===== src/rtl/dt_pkg.sv =====
package dt_pkg;

  // Which switch of the leg currently conducts.
  typedef enum logic [1:0] {
    OWN_NONE = 2'b00,
    OWN_HI   = 2'b01,
    OWN_LO   = 2'b10
  } owner_e;

  // Width of a counter that must reach the value lim.
  function automatic int cnt_width(input int lim);
    return (lim < 2) ? 1 : $clog2(lim + 1);
  endfunction

endpackage


===== src/rtl/dt_gap_timer.sv =====
// Counts cycles spent with both switches off, saturating at the deadtime.
module dt_gap_timer #(
  parameter int DEAD_CYC = 115
) (
  input  logic clk,
  input  logic rst_n,
  input  logic clear,      // restart from zero (kill)
  input  logic restart,    // an output fell this edge: first off cycle begins
  input  logic count_en,   // both switches off
  output logic gap_ok
);
  localparam int CW = dt_pkg::cnt_width(DEAD_CYC);
  localparam logic [CW-1:0] LIMIT = CW'(DEAD_CYC);
  localparam logic [CW-1:0] ONE   = CW'(1);

  logic [CW-1:0] cnt_q;

  always_ff @(posedge clk) begin
    if (!rst_n || clear) begin
      cnt_q <= '0;
    end else if (restart) begin
      cnt_q <= ONE;
    end else if (count_en && (cnt_q != LIMIT)) begin
      cnt_q <= cnt_q + ONE;
    end
  end

  assign gap_ok = (cnt_q == LIMIT);

endmodule


===== src/rtl/dt_owner_arb.sv =====
// Next-owner decision: first come keeps the leg; a simultaneous request
// from an idle leg is refused; a new owner needs a completed gap.
module dt_owner_arb
  import dt_pkg::*;
(
  input  owner_e owner_q,
  input  logic   hi_cmd,
  input  logic   lo_cmd,
  input  logic   gap_ok,
  output owner_e owner_d,
  output logic   released
);
  always_comb begin
    owner_d = owner_q;
    unique case (owner_q)
      OWN_HI: owner_d = hi_cmd ? OWN_HI : OWN_NONE;
      OWN_LO: owner_d = lo_cmd ? OWN_LO : OWN_NONE;
      default: begin
        if (gap_ok && hi_cmd && !lo_cmd) begin
          owner_d = OWN_HI;
        end else if (gap_ok && lo_cmd && !hi_cmd) begin
          owner_d = OWN_LO;
        end else begin
          owner_d = OWN_NONE;
        end
      end
    endcase
  end

  assign released = (owner_q != OWN_NONE) && (owner_d == OWN_NONE);

endmodule


===== src/rtl/deadtime_interlock.sv =====
module deadtime_interlock
  import dt_pkg::*;
#(
  parameter int DEAD_CYC = 115  // minimum both-off cycles, must be >= 1
) (
  input  logic clk,
  input  logic rst_n,
  input  logic hi_cmd,
  input  logic lo_cmd,
  input  logic kill,
  output logic hi_gate,
  output logic lo_gate
);
  localparam int SIDES = 2;

  owner_e owner_q;
  owner_e owner_d;
  logic   released;
  logic   gap_ok;
  logic   idle;
  logic [SIDES-1:0] gate_w;

  dt_owner_arb u_arb (
    .owner_q  (owner_q),
    .hi_cmd   (hi_cmd),
    .lo_cmd   (lo_cmd),
    .gap_ok   (gap_ok),
    .owner_d  (owner_d),
    .released (released)
  );

  always_ff @(posedge clk) begin
    if (!rst_n || kill) begin
      owner_q <= OWN_NONE;
    end else begin
      owner_q <= owner_d;
    end
  end

  assign idle = (owner_q == OWN_NONE);

  dt_gap_timer #(.DEAD_CYC(DEAD_CYC)) u_gap (
    .clk      (clk),
    .rst_n    (rst_n),
    .clear    (kill),
    .restart  (released),
    .count_en (idle),
    .gap_ok   (gap_ok)
  );

  // One gate driver per side; kill masks the registered owner at once.
  for (genvar s = 0; s < SIDES; s++) begin : g_side
    localparam owner_e SIDE_CODE = (s == 0) ? OWN_HI : OWN_LO;
    assign gate_w[s] = (owner_q == SIDE_CODE) && !kill;
  end

  assign hi_gate = gate_w[0];
  assign lo_gate = gate_w[1];

endmodule


===== config.mk =====
export PLATFORM = sky130hd
export DESIGN_NAME = deadtime_interlock
export DESIGN_NICKNAME = d
export VERILOG_FILES = /design/src/rtl/dt_pkg.sv /design/src/rtl/dt_gap_timer.sv /design/src/rtl/dt_owner_arb.sv /design/src/rtl/deadtime_interlock.sv
export SDC_FILE = /design/constraint.sdc
export NUM_CORES = 1
export LEC_CHECK = 0
export BUFFER_PORTS_ARGS = -buffer_cell sky130_fd_sc_hd__buf_4
export CAP_MARGIN = 20
export CORE_AREA = 4 4 41 43
export DETAILED_ROUTE_END_ITERATION = 10
export DIE_AREA = 0 0 45 47
export PLACE_DENSITY = 0.66
export SKIP_LAST_GASP = 1
export SLEW_MARGIN = 40
export SYNTH_ARGS = -nofsm -noshare
export SYNTH_HDL_FRONTEND = slang
export SYNTH_SLANG_ARGS = --single-unit

===== constraint.sdc =====
create_clock -name clk -period 1.9 [get_ports clk]
set_clock_uncertainty 0.2 [all_clocks]
set_input_delay 0.285 -clock clk [delete_from_list [all_inputs] [get_ports clk]]
set_output_delay 0.285 -clock clk [all_outputs]
set_load 0.005 [all_outputs]

# After elaboration in Yosys (flattened, before gate mapping)
# Cells that the tools add are included.
# op_classes
n_addsub	1
mux	7
eq_ne	4
n_reduce_logical	18
# ops
op	n
1-bit logical AND	8
7-bit by 1-bit adder with 7-bit output, second input constant	1
7-bit equality test, second input constant	1
7-bit inequality test, second input constant	1
2-bit two-way mux	3
1-bit logical NOT	4
2-bit logical NOT	2
2-bit case mux with 2 select lines	1
2-bit nonzero test	2
1-bit two-way mux	3
2-bit by 1-bit equality test with 1-bit output, second input constant	1
2-bit equality test, second input constant	1
2-bit OR reduction	1
1-bit logical OR	1
# word_totals
reg_bits	9
inputBits	5
elab_cells	33
out_inout_bits	2

# Longest topological paths before layout
# Gate-level depths: netlist (run 1).
# depth
word_depth	9
ltp_mapped	6
ltp_nobuf	6

# Cells and area by module
# From an unflattened synthesis (run 1), not the netlist that was laid out.
# hier_totals
hier_cells	60
area_unflattened_um2	535.5
# modules_own_cells
mod	n_inst	seq_area_each_um2	area_each_um2	cells_per_inst
dt_gap_timer	1	140.1	366.6	42
dt_owner_arb	1	0.0	90.1	11
deadtime_interlock	1	40.0	78.8	7

# Least setup slack after synthesis (run 1)
# OpenSTA, ideal clock, no wires.
# synth_timing
path_kind	register -> register
start	register owner_q[0]
end	register u_gap.cnt_q[0]
synth_period_minus_slack_ns	1.774
arrival_time_ns	1.515
path_stages_with_launch	7
n_path_buf	0
required_time_ns	1.641
setup_ns	0.059
slack_ns	0.126
path_cell_list	dfxtp_1 > inv_1 > ha_1 > nand2_1 > o41ai_4 > a221oi_2 > o21ba_1
# synth_between
elab_chain_cells	5
word_cells_on_any_way	10
classes_between	2 x eq/ne; 2 x mux; 6 x reduce/logical
# synth_rtl
element	line_no	rtl
from (decl)	deadtime_interlock.sv:16	owner_e owner_q;
from (signal assigned)	deadtime_interlock.sv:36	owner_q <= owner_d;
2-bit equality test / 2-bit by 1-bit equality test with 1-bit output (equally long branches)	dt_owner_arb.sv:15	unique case (owner_q)
2-bit case mux with 2 select lines	dt_owner_arb.sv:15	
2-bit logical NOT	dt_owner_arb.sv:30	assign released = (owner_q != OWN_NONE) && (owner_d == OWN_NONE);
1-bit logical AND	dt_owner_arb.sv:30	
1-bit two-way mux / 2-bit nonzero test (equally long branches)	-	
to (signal assigned)	dt_gap_timer.sv:24	cnt_q <= cnt_q + ONE;
to (decl)	dt_gap_timer.sv:16	logic [CW-1:0] cnt_q;
# Several ways; a longest one is shown, not always the timed one.
# A chain may end at the register's enable or synchronous reset.

# Worst setup path after layout (run 1)
# Same ends and word-level chain as after synthesis.

==> impl_metrics.csv, run 1 <==
group,metric,value,unit
sta,setup_viol,0,
global_route,grt_pass1_vias,420,
setup_path,path_class,"reg2reg",
route,via_count,422,
setup_path,r2r-start,"owner_q[0]$_SDFF_PP0_",
sta,finalSetupTns,0,ns
status,status,"complete, no violations",
final_layout,finalInstanceArea,639.4,µm²
clock_tree,clock-sinks,9,
setup_path,crit_required,1.86,ns
synthesis,syn_avg_cell_area,9.963,µm²
hold_path,holdPathEnd,"owner_q[1]$_SDFF_PP0_",
synthesis,synth-seq-area-share,0.3349,
setup_path,end_kind,"register",
sta,max_freq,554.8,MHz
power_and_ir_drop,ir_worst_vdd,0.5281,mV
place,placed_area,598.1,µm²
global_route,grt_overflow,0,
hold_path,min_from,"rst_n",
route,ant_nets,0,
route,vias_per_cell,5.410,
final_layout,layout.nets,73,
clock_tree,cts_tree,"done",
setup_path,rr_endpoint,"u_gap.cnt_q[0]$_SDFFE_PP0P_",
final_layout,syn2layout_area_growth,18.84,%
die,die_w,45,µm
setup_path,regToRegSetupSlack,0.1,ns
setup_path,slowest_stage,"o41ai_4",
global_route,grt_busiest_layer,"met2",
place,gp_congestion,0.7397,
global_route,met1_usage,0.1224,
die,die_h,47,µm
synthesis,synthFlopType,"dfxtp_1",
synthesis,synth_area,538.0,µm²
power_and_ir_drop,powerDensity,569.7,nW/µm²
global_route,grt_usage,0.1168,
setup_path,crit_chain,"inv_1 > ha_2 > o41ai_4 > a221oi_4 > o21ba_1",
setup_path,critPathArrivalTime,1.77,ns
die,start_util,0.4135,
route,wire_per_inst,12.86,µm
setup_path,slowest_delay,0.42,ns
setup_path,cp_max_fo,7,
clock_tree,postCtsSetupRepairBufs,0,
die,fp-row-count,13,
synthesis,yosysWarnings,0,
die,core_area,1301,µm²
place,hpwl,767.4,µm
final_layout,drive_gt1_frac,0.2540,
setup_path,start_kind,"register",
hold_path,min_path_cells,2,
synthesis,synth.distinct_cells,26,
synthesis,synth_edf_count,0,
synthesis,synth_seq_cells,9,
power_and_ir_drop,leakage,0.2154,nW
clock_tree,numCtsBuffers,3,
clock_tree,cts-root-buf,"clkbuf_4",
clock_tree,clock_latency,0.26,ns
clock_tree,clk_pin_slew,0.07,ns
route,drtPass1Iterations,4,
global_route,globalRouteMet2Util,0.2062,
sta,fin_crit_sh,0.9486,
synthesis,async_reset_ff_frac,0,
global_route,grt_pass1_wl,1745,µm
synthesis,syn-num-nets,63,
sta,holdWs,0.1071,ns
clock_tree,clock_path_buffers,2,
sta,rsz0062_at_grt,"no",
clock_tree,htree_levels,1,
sta,slew_viol_final,0,
route,drt_iter0_drc,5,
final_layout,num_antenna_cells,0,
global_route,grt_max_degree,9,
setup_path,rr_worst_depth,5,
synthesis,netlist_instances,54,
place,port_buffers,6,
sta,hold_violations,0,
sta,relSlewSlack,0.7501,
hold_path,hp-class,"in2reg",
die,die-area,2115,µm²
route,wirelength,1003,µm
clock_tree,cts_hold_buf,0,
global_route,antenna_found_initial,0,
die,io_pins,7,
power_and_ir_drop,power,0.0003643,W
flow_run,maxCapViolations,0,
setup_path,crit_start,"owner_q[0]$_SDFF_PP0_",
global_route,grt_use_met3,0.06897,
sta,tightest_slew,0.3749,ns
sta,period_needed,1.802,ns
route,drc,0,
==> cell families after synthesis <==
family / count (synthesis) / share of synthesized area
buffers and inverters: 3 / 0.02093
xor gates and xnor gates: 5 / 0.08141
muxes: 2 / 0.03953
and+or+nand+nor: 24 / 0.2884
adders and majority gates: 4 / 0.09303
AOI/OAI and AO/OA: 7 / 0.1418
DFF: 9 / 0.3349
==> where the power goes <==
part | switching, W | internal [W]
combinational | 0.0000101 | 0.0000110
clock | 0.0000724 | 0.0000778
sequential | 0.00000221 | 0.000191
==> worst max-delay path, delay by kind of cell, from the launching register on <==
family                   cells  cell delay, ns
AO/OA/AOI/OAI                3            0.77
adder cells (fa/ha/maj)      1            0.33
buffers and inverters        1            0.06
flip-flops                   1            0.33
==> per-layer routing <==
layer,share of wire,vias up
met2,0.51,5
met4,0,0
met5,0,-
met1,0.43,204
li1,-,213
met3,0.050,0
==> repair_timing <==
item / CTS / global route
pin swaps: 0 / 1
gates resized for setup: 1 / 1
setup endpoints to repair: 7 / 7
==> registers in the layout (all words and copies together), names as in the netlist <==
signal / count
owner_q: 2
u_gap.cnt_q: 7
==> synthesized netlist by cell type, types with 2 or more instances <==
library cell	count	area, µm²
dfxtp_1	9	180.2
ha_1	4	50.05
inv_1	2	7.510
nand2_1	3	11.26
nand4_1	3	18.77
nor2_1	3	11.26
nor2b_1	2	12.51
nor3_1	6	30.03
nor3b_1	2	15.01
xnor2_1	3	26.28
xor2_1	2	17.52
==> layout make-up <==
| cell class | count | area [µm²] |
|---|---|---|
| timing repair buffer | 6 | 45.04 |
| sequential | 9 | 180.2 |
| clock buffer | 3 | 22.52 |
| inverter | 2 | 7.507 |
| fill | 132 | 661.9 |
| multi-input combinational | 42 | 360.3 |
| clock inverter | 1 | 5.005 |
| tap | 15 | 18.77 |
==> stage by stage <==
step	worst slack, ns	utilization	cells
after CTS	0.01784	0.4894	78
after detailed placement	-0.09880	0.4596	74
after global routing	0.008051	0.4913	78
after floorplan	0.1262	-	54
after global placement	-0.04840	0.4596	74
final	0.09770	0.4913	78
==> how the worst max path moves through the flow <==
stage | slack, ns | cells after the start | to
CTS | 0.02 | 5 | u_gap.cnt_q[0]$_SDFFE_PP0P_
global route | 0.008 | 6 | u_gap.cnt_q[0]$_SDFFE_PP0P_
finish | 0.1 | 5 | u_gap.cnt_q[0]$_SDFFE_PP0P_
detailed placement | -0.1 | 6 | u_gap.cnt_q[0]$_SDFFE_PP0P_
floorplan | 0.13 | 6 | u_gap.cnt_q[0]$_SDFFE_PP0P_
global placement | -0.05 | 6 | u_gap.cnt_q[0]$_SDFFE_PP0P_
==> placed cells by master (no fill, tap or decap), types with 2 or more instances in the layout <==
master / count
nor2_1: 3
nor3_1: 6
buf_4: 6
clkbuf_4: 3
nor2b_1: 2
inv_1: 2
xnor2_1: 3
dfxtp_1: 9
nand4_1: 3
nand2_1: 3
xor2_1: 2
ha_1: 3
nor3b_1: 2
(Power assumes the default switching activity.)
==> inputs of run 2 (changes only) <==
- HOLD_SLACK_MARGIN: unset -> 0.08
- REMOVE_ABC_BUFFERS: unset -> 1
==> run 2 against run 1 <==
Sequential power about the same. Fmax increased by 1.8%. Power increased by 0.91%. First-iteration DRC count decreased by 40%. Cell count increased by 1.3%. Clock-buffer cell count unchanged. Critical endpoint unchanged.
==> impl_metrics.csv, run 2 (synthesized netlist as in run 1, its figures left out) <==
group,metric,value,unit
status,status,"complete, no violations",
global_route,grt_pass1_wl,1821,µm
place,hpwl,807,µm
route,vias_per_cell,5.203,
hold_path,hp-class,"in2reg",
setup_path,end_kind,"register",
clock_tree,clock-sinks,9,
final_layout,syn2layout_area_growth,20.70,%
sta,hold_violations,0,
power_and_ir_drop,pwr-share-seq,0.525,
route,drc,0,
global_route,grt_overflow,0,
clock_tree,cts-root-buf,"clkbuf_4",
sta,period_needed,1.770,ns
die,fp-row-count,13,
final_layout,layout_commonest_cell,"dfxtp_1",
power_and_ir_drop,power_frac_clock,0.418,
sta,holdWs,0.09263,ns
place,port_buffers,6,
power_and_ir_drop,powerDensity,566.0,nW/µm²
final_layout,num_antenna_cells,0,
sta,setup_viol,0,
clock_tree,clock_path_buffers,2,
final_layout,final_core_util,0.4990,
die,io_pins,7,
global_route,grt_usage,0.1247,
place,gp_congestion,0.7714,
global_route,antenna_found_initial,0,
power_and_ir_drop,p_comb_frac,0.057,
setup_path,rr_worst_depth,5,
place,placed_area,605.6,µm²
setup_path,path_class,"reg2reg",
die,start_util,0.4135,
final_layout,nFillCells,130,
setup_path,slowest_delay,0.41,ns
clock_tree,numCtsBuffers,3,
route,wire_per_inst,13.37,µm
die,die-area,2115,µm²
global_route,grt_pass1_vias,410,
clock_tree,cts_tree,"done",
route,drtPass1Iterations,2,
hold_path,min_path_cells,2,
setup_path,crit_end,"u_gap.cnt_q[0]$_SDFFE_PP0P_",
sta,slew_viol_final,0,
final_layout,mostFrequentLayoutCells,"dfxtp_1, buf_4, nor3_1",
clock_tree,postCtsSetupRepairBufs,0,
setup_path,regToRegSetupSlack,0.13,ns
sta,relSlewSlack,0.7614,
sta,rsz0062_at_grt,"no",
power_and_ir_drop,swShare,0.2386,
setup_path,crit_start,"owner_q[0]$_SDFF_PP0_",
final_layout,layout.nets,74,
final_layout,top_regs,"u_gap.cnt_q x7, owner_q x2",
power_and_ir_drop,p_sw,0.00008771,W
final_layout,drive_gt1_frac,0.2813,
final_layout,finalInstanceArea,649.4,µm²
setup_path,crit_required,1.87,ns
route,wirelength,1056,µm
clock_tree,clock_latency,0.27,ns
clock_tree,clk_pin_slew,0.06,ns
setup_path,crit_chain,"inv_1 > ha_2 > o41ai_4 > a221oi_4 > o21ba_1",
route,via_count,411,
setup_path,r2r-start,"owner_q[0]$_SDFF_PP0_",
setup_path,slowest_stage,"o41ai_4",
sta,tightest_slew,0.3578,ns
setup_path,start_kind,"register",
die,core_area,1301,µm²
sta,fin_crit_sh,0.9316,
final_layout,largest_reg_flops,7,
power_and_ir_drop,ir_worst_vdd,0.3266,mV
die,die_w,45,µm
final_layout,largest-register,"u_gap.cnt_q",
power_and_ir_drop,p_int,0.0002799,W
setup_path,cp_max_fo,7,
power_and_ir_drop,leakage,0.2219,nW
flow_run,maxCapViolations,0,
power_and_ir_drop,power,0.0003676,W
sta,max_freq,565.0,MHz
route,drt_iter0_drc,3,
die,die_h,47,µm
global_route,grt_max_degree,9,
clock_tree,htree_levels,1,
setup_path,critPathArrivalTime,1.74,ns
route,ant_nets,0,
setup_path,rr_endpoint,"u_gap.cnt_q[0]$_SDFFE_PP0P_",
==> run 2: per-layer routing <==
layer	vias to the layer above	GRT usage	part of all wire
met1	186	0.1432	0.43
met3	3	0.06897	0.045
met4	0	0.05263	0.012
li1	218	-	-
met2	4	0.1921	0.51
met5	-	0	0
==> run 2: stage by stage <==
| step | setup TNS (ns) | instances | setup slack, ns |
|---|---|---|---|
| after CTS | 0 | 79 | 0.06190 |
| after global placement | 0 | 75 | 0.009441 |
| final | 0 | 79 | 0.1300 |
| after floorplan | 0 | 53 | 0.1262 |
| after global routing | 0 | 79 | 0.01976 |
| after detailed placement | -0.3087 | 75 | -0.05998 |
==> run 2: timing repair <==
action	CTS	global route
pin swaps	0	1
hold endpoints to repair	0	0
gates resized for setup	1	2
endpoints found under the setup margin	7	5
hold buffers	0	0
==> run 2: power by group through the flow <==
| stage | clock [W] | sequential (W) | combinational [W] |
|---|---|---|---|
| floorplan | 0 | 0.000197 | 0.00000909 |
| global placement | 0 | 0.000197 | 0.0000200 |
| detailed placement | 0 | 0.000197 | 0.0000205 |
| CTS | 0.000159 | 0.000193 | 0.0000212 |
| global route | 0.000172 | 0.000193 | 0.0000233 |
| finish | 0.000154 | 0.000193 | 0.0000210 |
==> run 2: worst min path at each step <==
| stage | startpoint | to | slack, ns |
|---|---|---|---|
| after global routing | rst_n | owner_q[1]$_SDFF_PP0_ | 0.11 |
| after CTS | rst_n | owner_q[1]$_SDFF_PP0_ | 0.09 |
| after floorplan | hi_cmd | owner_q[0]$_SDFF_PP0_ | 0.25 |
| final | rst_n | owner_q[1]$_SDFF_PP0_ | 0.09 |
| after global placement | u_gap.cnt_q[5]$_SDFFE_PP0P_ | u_gap.cnt_q[5]$_SDFFE_PP0P_ | 0.34 |
| after detailed placement | u_gap.cnt_q[5]$_SDFFE_PP0P_ | u_gap.cnt_q[5]$_SDFFE_PP0P_ | 0.33 |
==> run 2: layout make-up <==
cell class | count | area [µm²] | area share
clock buffers | 3 | 22.52 | 0.03468
repair buffers | 7 | 52.55 | 0.08092
flip-flops and latches | 9 | 180.2 | 0.2775
multi-input cells | 42 | 362.8 | 0.5588
inverters | 2 | 7.507 | 0.01156
well taps | 15 | 18.77 | 0.02890
clock inverters | 1 | 5.005 | 0.007707
==> run 2: critical path: cells and delay by family (launching register included) <==
kind | cells | cell delay [ns]
DFF | 1 | 0.33
AOI/OAI and AO/OA | 3 | 0.76
buffers and inverters | 1 | 0.06
adders and majority gates | 1 | 0.33
==> inputs of run 3 (changes only) <==
- MAX_ROUTING_LAYER: unset -> met4
==> run 3 against run 2 <==
Design area stayed put. Via count is 0.24% lower. Power hardly changed. Utilization stayed put. Largest cell class unchanged. Largest power group unchanged. Highest routed layer unchanged.
==> impl_metrics.csv, run 3 (synthesized netlist as in run 1, its figures left out) <==
group,metric,value,unit
final_layout,largest_reg_flops,7,
setup_path,start_kind,"register",
clock_tree,cts_hold_buf,0,
die,die_h,47,µm
global_route,grt_pass1_vias,411,
die,core_area,1301,µm²
power_and_ir_drop,ir_worst_vdd,0.3266,mV
die,fp-row-count,13,
sta,relSlewSlack,0.7615,
flow_run,maxCapViolations,0,
route,wirelength,1058,µm
route,wire_per_inst,13.39,µm
sta,hold_violations,0,
setup_path,crit_required,1.87,ns
sta,slew_viol_final,0,
final_layout,layout.nets,74,
power_and_ir_drop,powerDensity,566.0,nW/µm²
setup_path,critPathArrivalTime,1.74,ns
clock_tree,postCtsSetupRepairBufs,0,
route,vias_per_cell,5.190,
final_layout,mostFrequentLayoutCells,"dfxtp_1, buf_4, nor3_1",
power_and_ir_drop,power,0.0003675,W
sta,fin_ws,0.1300,ns
route,ant_nets,0,
route,drc,0,
sta,tightest_slew,0.3578,ns
setup_path,regToRegSetupSlack,0.13,ns
final_layout,nFillCells,130,
place,gp_congestion,0.7818,
hold_path,min_path_cells,2,
clock_tree,cts_tree,"done",
setup_path,r2r-start,"owner_q[0]$_SDFF_PP0_",
sta,period_needed,1.770,ns
clock_tree,clk_pin_slew,0.06,ns
clock_tree,clock_latency,0.27,ns
die,start_util,0.4135,
route,drtPass1Iterations,2,
setup_path,end_kind,"register",
setup_path,rr_endpoint,"u_gap.cnt_q[0]$_SDFFE_PP0P_",
global_route,grt_usage,0.1288,
clock_tree,clock-sinks,9,
sta,max_freq,565.0,MHz
sta,rsz0062_at_grt,"no",
setup_path,slowest_delay,0.41,ns
final_layout,drive_gt1_frac,0.2813,
die,die_w,45,µm
hold_path,min_from,"rst_n",
sta,setup_viol,0,
clock_tree,cts-root-buf,"clkbuf_4",
setup_path,rr_worst_depth,5,
global_route,antenna_found_initial,0,
sta,finalSetupTns,0,ns
hold_path,hp-class,"in2reg",
place,pre_cts_slack,-0.05998,ns
die,die-area,2115,µm²
clock_tree,htree_levels,1,
final_layout,num_antenna_cells,0,
status,status,"complete, no violations",
setup_path,slowest_stage,"o41ai_4",
hold_path,holdPathEnd,"owner_q[1]$_SDFF_PP0_",
final_layout,largest-register,"u_gap.cnt_q",
route,drt_iter0_drc,3,
global_route,grt_pass1_wl,1814,µm
setup_path,crit_chain,"inv_1 > ha_2 > o41ai_4 > a221oi_4 > o21ba_1",
clock_tree,clock_path_buffers,2,
route,via_count,410,
setup_path,crit_start,"owner_q[0]$_SDFF_PP0_",
clock_tree,numCtsBuffers,3,
setup_path,cp_max_fo,7,
power_and_ir_drop,leakage,0.2219,nW
final_layout,syn2layout_area_growth,20.70,%
final_layout,layout_commonest_cell,"dfxtp_1",
setup_path,path_class,"reg2reg",
place,port_buffers,6,
final_layout,top_regs,"u_gap.cnt_q x7, owner_q x2",
global_route,grt_overflow,0,
die,io_pins,7,
global_route,grt_max_degree,9,
sta,fin_crit_sh,0.9316,
place,hpwl,807,µm
[run 3: how the worst max path moves through the flow]
stage	endpoint	slack, ns	cells after the start
after CTS	u_gap.cnt_q[0]$_SDFFE_PP0P_	0.06	5
after detailed placement	u_gap.cnt_q[0]$_SDFFE_PP0P_	-0.06	6
final	u_gap.cnt_q[0]$_SDFFE_PP0P_	0.13	5
after global routing	u_gap.cnt_q[0]$_SDFFE_PP0P_	0.02	6
after global placement	u_gap.cnt_q[0]$_SDFFE_PP0P_	0.009	6
after floorplan	u_gap.cnt_q[0]$_SDFFE_PP0P_	0.13	6
[run 3: final cells by class]
class                      count  area, µm²  area share
clock buffer                   3      22.52     0.03468
clock inverter                 1      5.005    0.007707
inverter                       2      7.507     0.01156
multi-input combinational     42      362.8      0.5588
sequential                     9      180.2      0.2775
tap                           15      18.77     0.02890
timing repair buffer           7      52.55     0.08092
[run 3: critical path: cells and delay by family (launching register included)]
family	cells	cell delay, ns
compound gates	3	0.76
flops	1	0.33
fa+ha+maj	1	0.33
buf+inv	1	0.06
[run 3: report_power, final]
part           switching [W]  internal (W)  leakage [nW]
clock network      0.0000754     0.0000781        0.0177
registers         0.00000228      0.000191        0.0728
logic             0.00000995     0.0000111         0.131
[run 3: layer usage]
metal  GRT usage  up-vias  share of wire
li1            -      217              -
met1      0.1432      186           0.43
met2      0.1921        4           0.51
met3     0.06897        3          0.043
met4     0.05263        0          0.012
met5           -        -              0
[run 3: metrics by stage]
stage	utilization	area, µm²	hold WS (ns)	std cells
2_1_floorplan	-	534.3	0.2516	53
3_3_place_gp	0.4654	605.6	0.3404	75
3_5_place_dp	0.4654	605.6	0.3329	75
4_1_cts	0.4952	644.4	0.09001	79
5_1_grt	0.4990	649.4	0.1130	79
6_report	0.4990	649.4	0.09268	79
[run 3: what timing repair did]
| item | in CTS | in global routing |
|---|---|---|
| endpoints found under the hold margin | 0 | 0 |
| pin swaps | 0 | 1 |
| endpoints found under the setup margin | 7 | 5 |
| gates resized for setup | 1 | 2 |
